`config.mk`:
```
export PLATFORM = sky130hd
export DESIGN_NAME = arx_cfg_port
export DESIGN_NICKNAME = d
export VERILOG_FILES = /design/src/rtl/arx_cfg_pkg.sv /design/src/rtl/arx_spi_sync.sv /design/src/rtl/arx_cmd_engine.sv /design/src/rtl/arx_rate_tick.sv /design/src/rtl/arx_cfg_port.sv
export SDC_FILE = /design/constraint.sdc
export NUM_CORES = 1
export LEC_CHECK = 0
export BUFFER_PORTS_ARGS = -buffer_cell sky130_fd_sc_hd__buf_2
export CAP_MARGIN = 20
export CORE_UTILIZATION = 53
export DETAILED_ROUTE_END_ITERATION = 10
export PLACE_DENSITY = 0.69
export SLEW_MARGIN = 10
export SYNTH_ARGS = -nofsm -noshare
export SYNTH_HDL_FRONTEND = slang
export SYNTH_SLANG_ARGS = --single-unit
```
`constraint.sdc`:
```
create_clock -name clk -period 3.45 [get_ports clk]
set_input_delay 0.69 -clock clk [delete_from_list [all_inputs] [get_ports clk]]
set_output_delay 0.69 -clock clk [all_outputs]
set_load 0.02 [all_outputs]
```
`src/rtl/arx_cfg_pkg.sv`:
```
`timescale 1ns/1ps
package arx_cfg_pkg;
  localparam int CMD_W  = 8;
  localparam int STAT_W = 8;

  localparam logic [CMD_W-1:0] CMD_CFG_WR  = 8'h10;
  localparam logic [CMD_W-1:0] CMD_CFG_RD  = 8'h0B;
  localparam logic [CMD_W-1:0] CMD_STAT_RD = 8'h0A;
  localparam logic [CMD_W-1:0] CMD_DIV_WR  = 8'h07;

  // configuration bit positions consumed by the receiver
  localparam int B_RATE   = 0;
  localparam int B_SRC    = 1;
  localparam int B_LABEL  = 2;
  localparam int B_PAR    = 3;
  localparam int B_DEC    = 4;
  localparam int B_RXEN   = 5;
  localparam int B_MATCH9 = 7;
  localparam int B_MATCH10= 8;
  localparam int B_REV    = 11;
  localparam int B_FLAG   = 15;

  typedef struct packed {
    logic       rate_low;
    logic       clk_src_div;
    logic       label_match_en;
    logic       parity_en;
    logic       decoder_en;
    logic       rx_enable;
    logic [1:0] decoder_match;
    logic       label_bit_rev;
    logic       flag_on_full;
  } rx_ctrl_t;
endpackage

```
`src/rtl/arx_spi_sync.sv`:
```
`timescale 1ns/1ps
module arx_spi_sync #(
  parameter int STAGES = 2
) (
  input  logic clk,
  input  logic rst_n,
  input  logic sck,
  input  logic cs_n,
  input  logic mosi,
  output logic sck_rise,
  output logic sck_fall,
  output logic cs_idle,
  output logic mosi_s
);
  logic [STAGES-1:0] sck_p, cs_p, mosi_p;
  logic              sck_d;

  always_ff @(posedge clk or negedge rst_n) begin
    if (!rst_n) begin
      sck_p  <= '0;
      cs_p   <= '1;
      mosi_p <= '0;
      sck_d  <= 1'b0;
    end else begin
      sck_p[0]  <= sck;
      cs_p[0]   <= cs_n;
      mosi_p[0] <= mosi;
      sck_d     <= sck_p[STAGES-1];
    end
  end

  for (genvar g = 1; g < STAGES; g++) begin : g_stage
    always_ff @(posedge clk or negedge rst_n) begin
      if (!rst_n) begin
        sck_p[g]  <= 1'b0;
        cs_p[g]   <= 1'b1;
        mosi_p[g] <= 1'b0;
      end else begin
        sck_p[g]  <= sck_p[g-1];
        cs_p[g]   <= cs_p[g-1];
        mosi_p[g] <= mosi_p[g-1];
      end
    end
  end

  assign sck_rise = sck_p[STAGES-1] & ~sck_d;
  assign sck_fall = ~sck_p[STAGES-1] & sck_d;
  assign cs_idle  = cs_p[STAGES-1];
  assign mosi_s   = mosi_p[STAGES-1];
endmodule

```
`src/rtl/arx_cmd_engine.sv`:
```
`timescale 1ns/1ps
module arx_cmd_engine
  import arx_cfg_pkg::*;
#(
  parameter int CFG_W = 16,
  parameter int DIV_W = 8
) (
  input  logic              clk,
  input  logic              rst_n,
  input  logic              sck_rise,
  input  logic              sck_fall,
  input  logic              cs_idle,
  input  logic              mosi_s,
  input  logic [STAT_W-1:0] status_byte,
  output logic [CFG_W-1:0]  cfg_q,
  output logic [DIV_W-1:0]  div_q,
  output logic              miso
);
  localparam int CNT_W = $clog2(CMD_W + CFG_W + 1) + 1;
  localparam logic [CNT_W-1:0] CNT_MAX  = '1;
  localparam logic [CNT_W-1:0] CMD_LAST = CNT_W'(CMD_W - 1);
  localparam logic [CNT_W-1:0] CFG_LAST = CNT_W'(CMD_W + CFG_W - 1);
  localparam logic [CNT_W-1:0] DIV_LAST = CNT_W'(CMD_W + DIV_W - 1);

  logic [CFG_W-2:0] rx_sh;
  logic [CFG_W-1:0] word_in;
  logic [CFG_W-1:0] tx_sh;
  logic [CNT_W-1:0] bit_cnt;
  logic [CMD_W-1:0] cmd_q;
  logic             cmd_seen, cmd_known, miso_q;
  logic             cfg_wr, div_wr, known_c;
  logic [CFG_W-1:0] resp_c;

  assign word_in = {rx_sh, mosi_s};

  always_comb begin
    known_c = 1'b1;
    resp_c  = '0;
    case (word_in[CMD_W-1:0])
      CMD_CFG_RD:  resp_c = cfg_q;
      CMD_STAT_RD: resp_c = {status_byte, {(CFG_W-STAT_W){1'b0}}};
      CMD_CFG_WR, CMD_DIV_WR: resp_c = '0;
      default:     known_c = 1'b0;
    endcase
  end

  assign cfg_wr = sck_rise && !cs_idle && cmd_seen && cmd_q == CMD_CFG_WR && bit_cnt == CFG_LAST;
  assign div_wr = sck_rise && !cs_idle && cmd_seen && cmd_q == CMD_DIV_WR && bit_cnt == DIV_LAST;

  always_ff @(posedge clk or negedge rst_n) begin
    if (!rst_n) begin
      rx_sh     <= '0;
      tx_sh     <= '0;
      bit_cnt   <= '0;
      cmd_q     <= '0;
      cmd_seen  <= 1'b0;
      cmd_known <= 1'b0;
      miso_q    <= 1'b0;
    end else if (cs_idle) begin
      tx_sh     <= '0;
      bit_cnt   <= '0;
      cmd_q     <= '0;
      cmd_seen  <= 1'b0;
      cmd_known <= 1'b0;
      miso_q    <= 1'b0;
    end else if (sck_rise) begin
      rx_sh <= word_in[CFG_W-2:0];
      if (bit_cnt != CNT_MAX) bit_cnt <= bit_cnt + 1'b1;
      if (bit_cnt == CMD_LAST) begin
        cmd_q     <= word_in[CMD_W-1:0];
        cmd_seen  <= 1'b1;
        cmd_known <= known_c;
        tx_sh     <= resp_c;
      end
    end else if (sck_fall) begin
      miso_q <= tx_sh[CFG_W-1];
      tx_sh  <= {tx_sh[CFG_W-2:0], 1'b0};
    end
  end

  always_ff @(posedge clk or negedge rst_n) begin
    if (!rst_n)      cfg_q <= '0;
    else if (cfg_wr) cfg_q <= word_in;
  end

  always_ff @(posedge clk or negedge rst_n) begin
    if (!rst_n)      div_q <= '0;
    else if (div_wr) div_q <= word_in[DIV_W-1:0];
  end

  assign miso = miso_q;

  a_r2_cfg_only_on_write: assert property (@(posedge clk) disable iff (!rst_n)
    !cfg_wr |=> $stable(cfg_q));
  a_r9_idle_clears_frame: assert property (@(posedge clk) disable iff (!rst_n)
    cs_idle |=> (bit_cnt == '0 && !cmd_seen));
  a_r11_miso_quiet_idle: assert property (@(posedge clk) disable iff (!rst_n)
    cs_idle |=> !miso_q);
  a_r8_unknown_silent: assert property (@(posedge clk) disable iff (!rst_n)
    (cmd_seen && !cmd_known) |-> !miso_q);
endmodule

```
`src/rtl/arx_rate_tick.sv`:
```
`timescale 1ns/1ps
module arx_rate_tick #(
  parameter int DIV_W    = 8,
  parameter int HI_RATIO = 10,
  parameter int LO_RATIO = 80
) (
  input  logic             clk,
  input  logic             rst_n,
  input  logic             sel_low,
  input  logic             sel_div,
  input  logic [DIV_W-1:0] divisor,
  output logic             bit_tick
);
  localparam int PW = $clog2(LO_RATIO);
  localparam logic [PW-1:0] HI_LIM = PW'(HI_RATIO - 1);
  localparam logic [PW-1:0] LO_LIM = PW'(LO_RATIO - 1);

  logic [DIV_W-1:0] pre_cnt, div_eff;
  logic [PW-1:0]    post_cnt, lim;
  logic             src_en;

  assign div_eff = (divisor == '0) ? DIV_W'(1) : divisor;
  assign src_en  = !sel_div || (pre_cnt >= div_eff - 1'b1);
  assign lim     = sel_low ? LO_LIM : HI_LIM;

  always_ff @(posedge clk or negedge rst_n) begin
    if (!rst_n) begin
      pre_cnt  <= '0;
      post_cnt <= '0;
      bit_tick <= 1'b0;
    end else begin
      bit_tick <= 1'b0;
      pre_cnt  <= src_en ? '0 : pre_cnt + 1'b1;
      if (src_en) begin
        if (post_cnt >= lim) begin
          post_cnt <= '0;
          bit_tick <= 1'b1;
        end else begin
          post_cnt <= post_cnt + 1'b1;
        end
      end
    end
  end

  a_r6_tick_single_cycle: assert property (@(posedge clk) disable iff (!rst_n)
    bit_tick |=> !bit_tick);
  a_r7_divided_enable_gap: assert property (@(posedge clk) disable iff (!rst_n)
    (sel_div && src_en && divisor > 1 && $stable(divisor)) |=> (!src_en || !sel_div || $changed(divisor)));
endmodule

```
`src/rtl/arx_cfg_port.sv`:
```
`timescale 1ns/1ps
module arx_cfg_port
  import arx_cfg_pkg::*;
#(
  parameter int CFG_W       = 16,
  parameter int DIV_W       = 8,
  parameter int SYNC_STAGES = 2,
  parameter int HI_RATIO    = 10,
  parameter int LO_RATIO    = 80
) (
  input  logic       clk,
  input  logic       rst_n,
  input  logic       spi_sck,
  input  logic       spi_cs_n,
  input  logic       spi_mosi,
  output logic       spi_miso,
  input  logic       fifo_empty,
  input  logic       fifo_half,
  input  logic       fifo_full,
  output logic       rate_low,
  output logic       clk_src_div,
  output logic       label_match_en,
  output logic       parity_en,
  output logic       decoder_en,
  output logic       rx_enable,
  output logic [1:0] decoder_match,
  output logic       label_bit_rev,
  output logic       flag_on_full,
  output logic       rx_flag,
  output logic       bit_tick
);
  logic              sck_rise, sck_fall, cs_idle, mosi_s;
  logic [CFG_W-1:0]  cfg_q;
  logic [DIV_W-1:0]  div_q;
  logic [STAT_W-1:0] status_byte;
  rx_ctrl_t          ctrl;

  assign status_byte = {{(STAT_W-3){1'b0}}, fifo_full, fifo_half, fifo_empty};

  arx_spi_sync #(.STAGES(SYNC_STAGES)) u_sync (
    .clk(clk), .rst_n(rst_n), .sck(spi_sck), .cs_n(spi_cs_n), .mosi(spi_mosi),
    .sck_rise(sck_rise), .sck_fall(sck_fall), .cs_idle(cs_idle), .mosi_s(mosi_s)
  );

  arx_cmd_engine #(.CFG_W(CFG_W), .DIV_W(DIV_W)) u_cmd (
    .clk(clk), .rst_n(rst_n), .sck_rise(sck_rise), .sck_fall(sck_fall),
    .cs_idle(cs_idle), .mosi_s(mosi_s), .status_byte(status_byte),
    .cfg_q(cfg_q), .div_q(div_q), .miso(spi_miso)
  );

  always_comb begin
    ctrl.rate_low       = cfg_q[B_RATE];
    ctrl.clk_src_div    = cfg_q[B_SRC];
    ctrl.label_match_en = cfg_q[B_LABEL];
    ctrl.parity_en      = cfg_q[B_PAR];
    ctrl.decoder_en     = cfg_q[B_DEC];
    ctrl.rx_enable      = cfg_q[B_RXEN];
    ctrl.decoder_match  = {cfg_q[B_MATCH10], cfg_q[B_MATCH9]};
    ctrl.label_bit_rev  = cfg_q[B_REV];
    ctrl.flag_on_full   = cfg_q[B_FLAG];
  end

  assign rate_low       = ctrl.rate_low;
  assign clk_src_div    = ctrl.clk_src_div;
  assign label_match_en = ctrl.label_match_en;
  assign parity_en      = ctrl.parity_en;
  assign decoder_en     = ctrl.decoder_en;
  assign rx_enable      = ctrl.rx_enable;
  assign decoder_match  = ctrl.decoder_match;
  assign label_bit_rev  = ctrl.label_bit_rev;
  assign flag_on_full   = ctrl.flag_on_full;
  assign rx_flag        = ctrl.flag_on_full ? fifo_full : fifo_empty;

  arx_rate_tick #(.DIV_W(DIV_W), .HI_RATIO(HI_RATIO), .LO_RATIO(LO_RATIO)) u_tick (
    .clk(clk), .rst_n(rst_n), .sel_low(ctrl.rate_low), .sel_div(ctrl.clk_src_div),
    .divisor(div_q), .bit_tick(bit_tick)
  );
endmodule

```
==> flow_summary.yaml, run 1 <==
power:
  vdd_drop_max_uv: 265
  powerDensity_mw_per_mm2: 427
  leakage_nw: 2.26
clocking:
  postCtsSetupBuffers: 0
  clk_latency_ns: 0.37
  hold_buffers: 0
  cts_buffer_depth: 2
  htree_levels: 3
  numCtsBuffers: 9
  clk_pin_slew_ns: 0.09
  clockRootBuffer: "clkbuf_8"
  cts_tree: "yes"
  cts.sinks: 94
routing:
  drc: 0
  wl_um: 8340
  wl_per_cell_um: 16.1
  drtPass1Iterations: 4
  ant_nets: 0
  detailroute.via_count: 2961
  drt_iter0_markers: 144
  viasPerCell: 5.72
critical_path:
  crit_required_ns: 3.70
  path_depth: 13
  worst-setup-path-type: "reg -> reg"
  r2r_cells: 13
  critPathSlowestCell: "or4_1"
  r2r_start: "u_cmd.div_q[6]$_DFFE_PN0P_"
  crit_buf_inv: 0
  max_stage_delay_ns: 0.55
  r2r-end: "u_tick.post_cnt[3]$_DFFE_PN0P_"
  end_kind: "flop"
  cp_max_fo: 9
  path_cells: "or4_1 > nor2_1 > a21oi_1 > ha_1 > nand2b_1 > nor4_1 > xnor2_1 > ha_1 > o21ai_0 > nor2_1 > nor3b_4 > a2111oi_0 > a211o_1"
  cp-start-kind: "flop"
  crit_path_end: "u_tick.post_cnt[3]$_DFFE_PN0P_"
  r2r_slack_ns: 0.29
  cp_top_family: "simple AND/OR/NAND/NOR gates"
  crit_start: "u_cmd.div_q[6]$_DFFE_PN0P_"
  worstPathArrival_ns: 3.41
yosys:
  ys_async_sr_fraction_pct: 100
  syn_nets: 416
  synth_area_per_cell_um2: 11.0
  syn_area_mm2: 0.00431
  ys_warn_count: 0
  ys_types: 56
  synth_seq_cells: 94
  synthFlopType: "dfrtp_1"
  syn_inst: 393
  yosysSeqAreaShare_pct: 54.7
  synth_edf_count: 0
floorplanning:
  dieArea_mm2: 0.00849
  die_w_um: 92.1
  ios: 21
  coreArea_mm2: 0.00781
  initial_core_util_pct: 55.1
  placementRows: 32
  die_h_um: 92.1
placed_design:
  placed_cells: 502
  dp_hpwl_um: 5820
  gp_congestion: 0.781
  portBuffers: 20
sta:
  setup_viol: 0
  period_needed_ns: 3.16
  fin_crit_sh_pct: 91.7
  slew_headroom_pct: 56.4
  finalHoldViolCount: 0
  rsz0062_at_grt: "no"
  drv_slew: 0
  clock_skew_ns: 0.0179
  finalSetupTns_ns: 0
  fmax_mhz: 316
  worst_slew_pin_slew_ns: 0.654
grt:
  antenna_found_initial: 0
  grt.total_usage_pct: 22.3
  grt-ovfl-total: 0
  grt_max_degree: 47
  grt_pass1_wl_um: 14600
  first_global_vias: 2943
final_layout:
  instances_no_fill: 518
  layout-drive-gt1-share_pct: 18.5
  final_util_pct: 59.9
  diodes: 0
  fin_nets: 434
  area_delta_synth_final_pct: 8.54
worst_hold_path:
  hold_path_class: "in -> async"
flow_run:
  max-cap-violations: 0
outcome:
  status: "finished clean"
[layout by cell type, fill, tap and decap left out, drive strengths merged, types with 9 or more instances in the layout]
master	count
dfrtp	92
nand2	59
nor2	40
buf	26
mux2	26
a21oi	17
a22oi	15
ha	15
nand3	10
clkbuf	10
o21ai	9
[Yosys cell counts (all sizes together), types with 3 or more instances]
cell,n,area share (%)
nor2,40,3.5
mux2,26,7.5
nor4,3,0.44
xnor2,8,1.6
dfrtp,92,53
ha,15,4.4
clkbuf,12,1.0
a22oi,15,2.6
nand2b,3,0.44
buf,7,1.2
a22o,8,1.6
o21ai,9,1.0
inv,5,0.44
nor2b,3,0.61
a211o,4,0.81
nand2,59,5.1
and2,3,0.44
xor2,4,0.81
a2111oi,4,0.81
nor3,3,0.35
a21oi,17,2.0
a31oi,4,0.73
nand3,10,1.2
and3,8,1.2
nand4,3,0.44
[worst reg2reg max path, stage by stage (launching register included)]
cell       delay, ns
dfrtp_1         0.42
or4_1           0.55
nor2_1          0.15
a21oi_1         0.11
ha_1            0.21
nand2b_1        0.09
nor4_1          0.07
xnor2_1         0.13
ha_1            0.29
o21ai_0         0.15
nor2_1          0.09
nor3b_4         0.34
a2111oi_0       0.16
a211o_1         0.28
[flip-flops by register name (all words and copies together), names as in the netlist]
register / count
u_cmd.cfg_q: 16
u_cmd.tx_sh: 16
u_cmd.rx_sh: 15
u_cmd.cmd_q: 8
u_cmd.div_q: 8
u_tick.pre_cnt: 8
u_tick.post_cnt: 7
u_cmd.bit_cnt: 6
u_sync.sck_p: 2
u_cmd.cmd_seen: 1
u_cmd.miso: 1
u_sync.cs_idle: 1
u_sync.cs_p: 1
u_sync.mosi_p: 1
u_sync.mosi_s: 1
u_sync.sck_d: 1
u_tick.bit_tick: 1
[where the power goes]
group	internal, mW	switching, mW	total (mW)
clock network	0.275	0.402	0.676
logic	0.0398	0.0699	0.110
registers	1.15	0.0579	1.21
total	1.46	0.529	1.99
[worst min-delay path by stage]
stage                                    start                     endpoint  slack, ns  cells past startpoint
global route                             rst_n  u_tick.pre_cnt[2]$_DFF_PN0_       0.34                      1
global placement     u_sync.sck_p[0]$_DFF_PN0_    u_sync.sck_p[1]$_DFF_PN0_       0.33                      0
detailed placement   u_sync.sck_p[0]$_DFF_PN0_    u_sync.sck_p[1]$_DFF_PN0_       0.34                      0
floorplan           u_sync.mosi_p[0]$_DFF_PN0_      u_sync.mosi_s$_DFF_PN0_       0.33                      0
finish                                   rst_n  u_tick.pre_cnt[0]$_DFF_PN0_       0.31                      1
CTS                                      rst_n  u_tick.pre_cnt[0]$_DFF_PN0_       0.32                      1
[cell type report]
| cell class | count | area (um2) |
|---|---|---|
| fillers | 675 | 3130 |
| flip-flops and latches | 94 | 2350 |
| multi-input cells | 275 | 1840 |
| repair buffers | 26 | 148 |
| clock buffers | 10 | 128 |
| well taps | 102 | 128 |
| clock inverters | 6 | 53.8 |
| inverters | 5 | 18.8 |
[kinds of logic after synthesis]
| logic type | share of synthesized area (%) |
|---|---|
| multiplexers | 7.73 |
| adder cells (fa/ha/maj) | 4.36 |
| buffers and inverters | 2.67 |
| AND/OR/NAND/NOR | 16.8 |
| AO/OA/AOI/OAI | 11.3 |
| flip-flops | 54.7 |
| XOR/XNOR | 2.44 |
[per-layer routing]
| layer | share of wire [%] | routed length, um | vias to the layer above | GRT usage, % |
|---|---|---|---|---|
| met4 | 1.7 | 145 | 0 | 8.98 |
| met2 | 46 | 3840 | 41 | 34.2 |
| met5 | 0 | 0 | - | 0 |
| met1 | 49 | 4120 | 1477 | 31.4 |
| li1 | - | - | 1433 | - |
| met3 | 2.8 | 233 | 10 | 4.15 |
[metrics by stage]
stage	setup slack, ns	hold WS, ns	power (mW)	area [um2]
floorplan	0.446	0.331	1.27	4310
global placement	0.227	0.334	1.34	4480
detailed placement	0.0756	0.336	1.34	4480
CTS	0.0306	0.318	2.02	4670
global route	0.0181	0.338	2.08	4670
finish	0.288	0.305	1.99	4670
[timing repair]
item                                   4_1_cts  5_1_grt
gates resized for setup                      0        3
endpoints found under the hold margin        0        0
setup endpoints to repair                    0       15
Note: power is estimated with default switching activity, not from simulation.
==> inputs of run 2 (changes only) <==
- ABC_AREA: unset -> 1
==> flow_summary.yaml, run 2 <==
critical_path:
  r2r_cells: 15
  crit_required_ns: 3.69
  worstPathArrival_ns: 3.01
  end_kind: "flop"
  worst-setup-path-type: "reg -> reg"
  cp_max_fo: 16
  cp-start-kind: "flop"
yosys:
  syn_nets: 578
  syn_inst: 555
  synth_seq_cells: 94
  synth.top_cell.area_share_pct: 50.1
  ys_async_sr_fraction_pct: 100
  synth_area_leaders: "dfrtp_1 50%, nand2_1 14%, nand3_1 5.8%, inv_1 4.6%, ha_1 4.1%"
  yosys-top-cells-count: "171 x nand2_1, 92 x dfrtp_1, 56 x inv_1"
  syn_area_mm2: 0.00460
  ys_warn_count: 0
  synth_edf_count: 0
  yosysMostFrequentCell: "nand2_1"
  yosysSeqAreaShare_pct: 51.2
  yosysTopAreaCell: "dfrtp_1"
  synthFlopType: "dfrtp_1"
  ys_types: 32
  synth_area_per_cell_um2: 8.28
floorplanning:
  die_h_um: 95.1
  die_w_um: 95.1
  initial_core_util_pct: 55.4
  placementRows: 33
  coreArea_mm2: 0.00830
  ios: 21
  dieArea_mm2: 0.00905
placed_design:
  place_ws_ns: 0.688
  portBuffers: 20
  gp_congestion: 0.833
  dp_hpwl_um: 6350
final_layout:
  layout_commonest_cell: "nand2_1"
  layout-drive-gt1-share_pct: 10.4
  fin_nets: 594
  area_delta_synth_final_pct: 7.84
  final_util_pct: 59.7
  reg_top3: "u_cmd.cfg_q (16), u_cmd.tx_sh (16), u_cmd.rx_sh (15)"
  final_cell_mix: "171 x nand2_1, 92 x dfrtp_1, 56 x inv_1"
  diodes: 0
clocking:
  cts_tree: "yes"
  clk_pin_slew_ns: 0.10
  postCtsSetupBuffers: 0
  cts.sinks: 94
  clockRootBuffer: "clkbuf_8"
  clk_latency_ns: 0.36
  cts_resized: 0
  numCtsBuffers: 9
  hold_buffers: 0
  htree_levels: 3
  cts_buffer_depth: 2
grt:
  grt.total_usage_pct: 22.8
  antenna_found_initial: 0
  grt_pass1_wl_um: 15900
  grt_max_degree: 56
  grt-ovfl-total: 0
  first_global_vias: 3485
power:
  swShare_pct: 24.9
  intPower_mw: 1.58
  powerDensity_mw_per_mm2: 424
  pwr-share-comb_pct: 6.4
  pwr-share-seq_pct: 54.9
  vdd_drop_max_uv: 311
  leakage_nw: 2.50
  total_power_mw: 2.10
  power_switching_uw: 524
  pwr-share-clk_pct: 38.7
sta:
  setup_viol: 0
  fmax_mhz: 360
  finalSetupTns_ns: 0
  finalHoldViolCount: 0
  fin_crit_sh_pct: 80.4
  worst_slew_pin_slew_ns: 0.783
  slew_headroom_pct: 47.6
  drv_slew: 0
  whs_ns: 0.303
  clock_skew_ns: 0.0127
  setup_ws_ns: 0.675
  rsz0062_at_grt: "no"
  period_needed_ns: 2.78
routing:
  ant_nets: 0
  detailroute.via_count: 3548
  drc: 0
  viasPerCell: 5.21
  wl_per_cell_um: 13.4
  wl_um: 9090
  drtPass1Iterations: 4
  drt_iter0_markers: 193
flow_run:
  max-cap-violations: 0
outcome:
  status: "finished clean"
worst_hold_path:
  hold_path_class: "in -> async"
[run 2: changes by cell type after synthesis, sizes merged, moves of 9 or more]
| cell | delta |
|---|---|
| nand2 | +117 |
| inv | +57 |
| nand3 | +46 |
| o21ai | +41 |
| mux2 | -26 |
| a22oi | -15 |
| clkbuf | -11 |
| buf | +9 |
[run 2: routing by layer]
layer	vias up	GRT usage [%]	share of wire, %
li1	1802	-	-
met1	1680	29.8	46
met2	62	38.5	50
met3	4	4.07	3.2
met4	0	7.20	0.74
met5	-	0	0
[run 2: critical path, stage by stage, from the launching register on]
cell	delay [ns]
dfrtp_1	0.46
inv_1	0.09
nand2_1	0.08
nor2_1	0.06
a21oi_2	0.26
ha_1	0.26
nand2_1	0.08
xor2_1	0.15
inv_1	0.07
ha_1	0.27
nand2_1	0.08
nor2_1	0.06
nor2_2	0.25
nand2_2	0.27
nand2_1	0.13
o21ai_0	0.08
[run 2: cells by family after synthesis]
logic type | Yosys count | synth area share [%]
AO/OA/AOI/OAI | 67 | 7.65
XOR/XNOR | 10 | 1.90
adder cells (fa/ha/maj) | 15 | 4.08
buffers and inverters | 80 | 7.86
flip-flops | 94 | 51.2
AND/OR/NAND/NOR | 289 | 27.3
[run 2: layout make-up]
class	instances	area (um2)
clock buffer	10	128
clock inverter	6	93.8
fill	731	3340
inverter	63	239
multi-input combinational	381	1880
sequential	94	2350
tap	105	131
timing repair buffer	22	130
[run 2: worst paths after layout]
| check | slack, ns | start | endpoint |
|---|---|---|---|
| max | 0.67 | u_cmd.div_q[2]$_DFFE_PN0P_ | u_tick.post_cnt[4]$_DFFE_PN0P_ |
| min | 0.30 | rst_n | u_tick.pre_cnt[2]$_DFF_PN0_ |
| max reg2reg | 0.67 | u_cmd.div_q[2]$_DFFE_PN0P_ | u_tick.post_cnt[4]$_DFFE_PN0P_ |
| min reg2reg | 0.36 | u_sync.sck_p[0]$_DFF_PN0_ | u_sync.sck_p[1]$_DFF_PN0_ |
| max in group asynchronous | 2.49 | rst_n | u_cmd.rx_sh[5]$_DFFE_PN0P_ |
| min in group clk | 0.36 | u_sync.sck_p[0]$_DFF_PN0_ | u_sync.sck_p[1]$_DFF_PN0_ |
[run 2: through the flow]
stage / instance area, um2 / instances
global placement: 4740 / 665
CTS: 4960 / 681
floorplan: 4600 / 555
detailed placement: 4740 / 665
finish: 4960 / 681
global route: 4960 / 681
[run 2: power by group through the flow]
stage | clock network [mW] | logic [mW] | registers [mW]
finish | 0.813 | 0.135 | 1.16
global route | 0.882 | 0.159 | 1.16
CTS | 0.831 | 0.138 | 1.15
detailed placement | 0 | 0.138 | 1.18
global placement | 0 | 0.136 | 1.18
floorplan | 0 | 0.0833 | 1.17
==> inputs of run 3 (changes only) <==
- PLACE_DENSITY: 0.69 -> 0.72
- clock period: 3.45 -> 2.2 ns (I/O delays scaled with it)
==> flow_summary.yaml, run 3 (same netlist as run 2, synthesis figures left out) <==
outcome:
  status: "finished clean"
routing:
  ant_nets: 0
  wl_per_cell_um: 13.3
  drt_iter0_markers: 186
  viasPerCell: 5.24
  drtPass1Iterations: 5
  drc: 0
  detailroute.via_count: 3692
  wl_um: 9390
final_layout:
  area_delta_synth_final_pct: 13.4
  layout_commonest_cell: "nand2_1"
  reg_top3: "u_cmd.cfg_q (16), u_cmd.tx_sh (16), u_cmd.rx_sh (15)"
  final_util_pct: 62.8
  fin_nets: 617
  instances_no_fill: 704
  final_cell_mix: "165 x nand2_1, 92 x dfrtp_1, 54 x inv_1"
  diodes: 0
  layout-drive-gt1-share_pct: 17.9
placed_design:
  portBuffers: 20
  place_ws_ns: -0.150
  placed_cells: 686
  gp_congestion: 0.768
  dp_hpwl_um: 6580
grt:
  grt_max_degree: 41
  grt.total_usage_pct: 23.2
  grt-ovfl-total: 0
  grt_pass1_wl_um: 16100
  antenna_found_initial: 0
  first_global_vias: 3524
sta:
  period_needed_ns: 2.19
  slew_headroom_pct: 67.4
  rsz0062_at_grt: "yes"
  setup_ws_ns: 0.00672
  finalHoldViolCount: 0
  clock_skew_ns: 0.0185
  fmax_mhz: 456
  fin_crit_sh_pct: 99.7
  setup_viol: 0
  drv_slew: 0
  finalSetupTns_ns: 0
  worst_slew_pin_slew_ns: 0.489
floorplanning:
  die_h_um: 95.1
  initial_core_util_pct: 55.4
  die_w_um: 95.1
  dieArea_mm2: 0.00905
  placementRows: 33
  ios: 21
  coreArea_mm2: 0.00830
clocking:
  htree_levels: 3
  numCtsBuffers: 9
  clk_pin_slew_ns: 0.10
  cts_tree: "yes"
  cts.sinks: 94
  cts_buffer_depth: 2
  clockRootBuffer: "clkbuf_8"
  clk_latency_ns: 0.37
  hold_buffers: 0
critical_path:
  worst-setup-path-type: "reg -> reg"
  worstPathArrival_ns: 2.49
  cp-start-kind: "flop"
  crit_required_ns: 2.50
  end_kind: "flop"
  cp_max_fo: 7
worst_hold_path:
  hold_path_class: "in -> async"
power:
  total_power_mw: 3.22
  powerDensity_mw_per_mm2: 617
  leakage_nw: 2.64
  vdd_drop_max_uv: 411
flow_run:
  max-cap-violations: 0
==> run 3: final timing paths <==
kind	cells past startpoint	start	slack (ns)	end
setup / recovery	15	u_cmd.div_q[2]$_DFFE_PN0P_	0.007	u_tick.post_cnt[6]$_DFFE_PN0P_
hold / removal	1	rst_n	0.02	u_tick.post_cnt[1]$_DFFE_PN0P_
setup reg to reg	15	u_cmd.div_q[2]$_DFFE_PN0P_	0.007	u_tick.post_cnt[6]$_DFFE_PN0P_
hold reg to reg	0	u_sync.sck_p[0]$_DFF_PN0_	0.35	u_sync.sck_p[1]$_DFF_PN0_
max in group asynchronous	2	rst_n	1.50	u_sync.cs_p[0]$_DFF_PN1_
min in group clk	1	spi_cs_n	0.18	u_sync.cs_p[0]$_DFF_PN1_
==> run 3: worst max-delay path, cell delays in order (launching register included) <==
cell,delay (ns)
dfrtp_1,0.39
inv_1,0.09
nand2_2,0.08
nor2_4,0.10
a21oi_2,0.07
ha_2,0.22
nand2_2,0.07
xor2_1,0.14
inv_1,0.05
ha_1,0.28
nand2_2,0.10
nor2_2,0.06
nor2_4,0.17
buf_6,0.17
nand3_2,0.07
nand2_1,0.06
==> run 3: layout make-up <==
class	instances	area, um2
flip-flops and latches	94	2350
clock buffers	10	128
well taps	105	131
multi-input cells	382	1980
inverters	63	239
fillers	715	3080
clock inverters	6	75.1
repair buffers	44	303
==> run 3: repair_timing <==
| item | 4_1_cts | 5_1_grt |
|---|---|---|
| gates resized for setup | 12 | 18 |
| pin swaps | 4 | 22 |
| endpoints found under the setup margin | 15 | 16 |
| cloned | 1 | 0 |
| buffers inserted | 0 | 1 |
==> run 3: stage by stage <==
step | instance area (um2) | hold WS, ns
2_1_floorplan | 4600 | 0.144
3_3_place_gp | 4900 | 0.335
3_5_place_dp | 4900 | 0.336
4_1_cts | 5150 | 0.0292
5_1_grt | 5220 | 0.0557
6_report | 5220 | 0.0175
==> run 3: routing by layer <==
metal	vias up	GRT usage (%)	share of wire (%)
li1	1857	-	-
met1	1773	31.3	48
met2	51	37.9	48
met3	11	3.27	2.4
met4	0	8.59	1.5
met5	-	0	0
==> run 3: power by group <==
part | switching [mW] | internal, mW | leakage (nW)
combinational | 0.165 | 0.0549 | 1.27
sequential | 0.0342 | 1.78 | 1.28
clock | 0.640 | 0.544 | 0.0994
total | 0.840 | 2.38 | 2.64
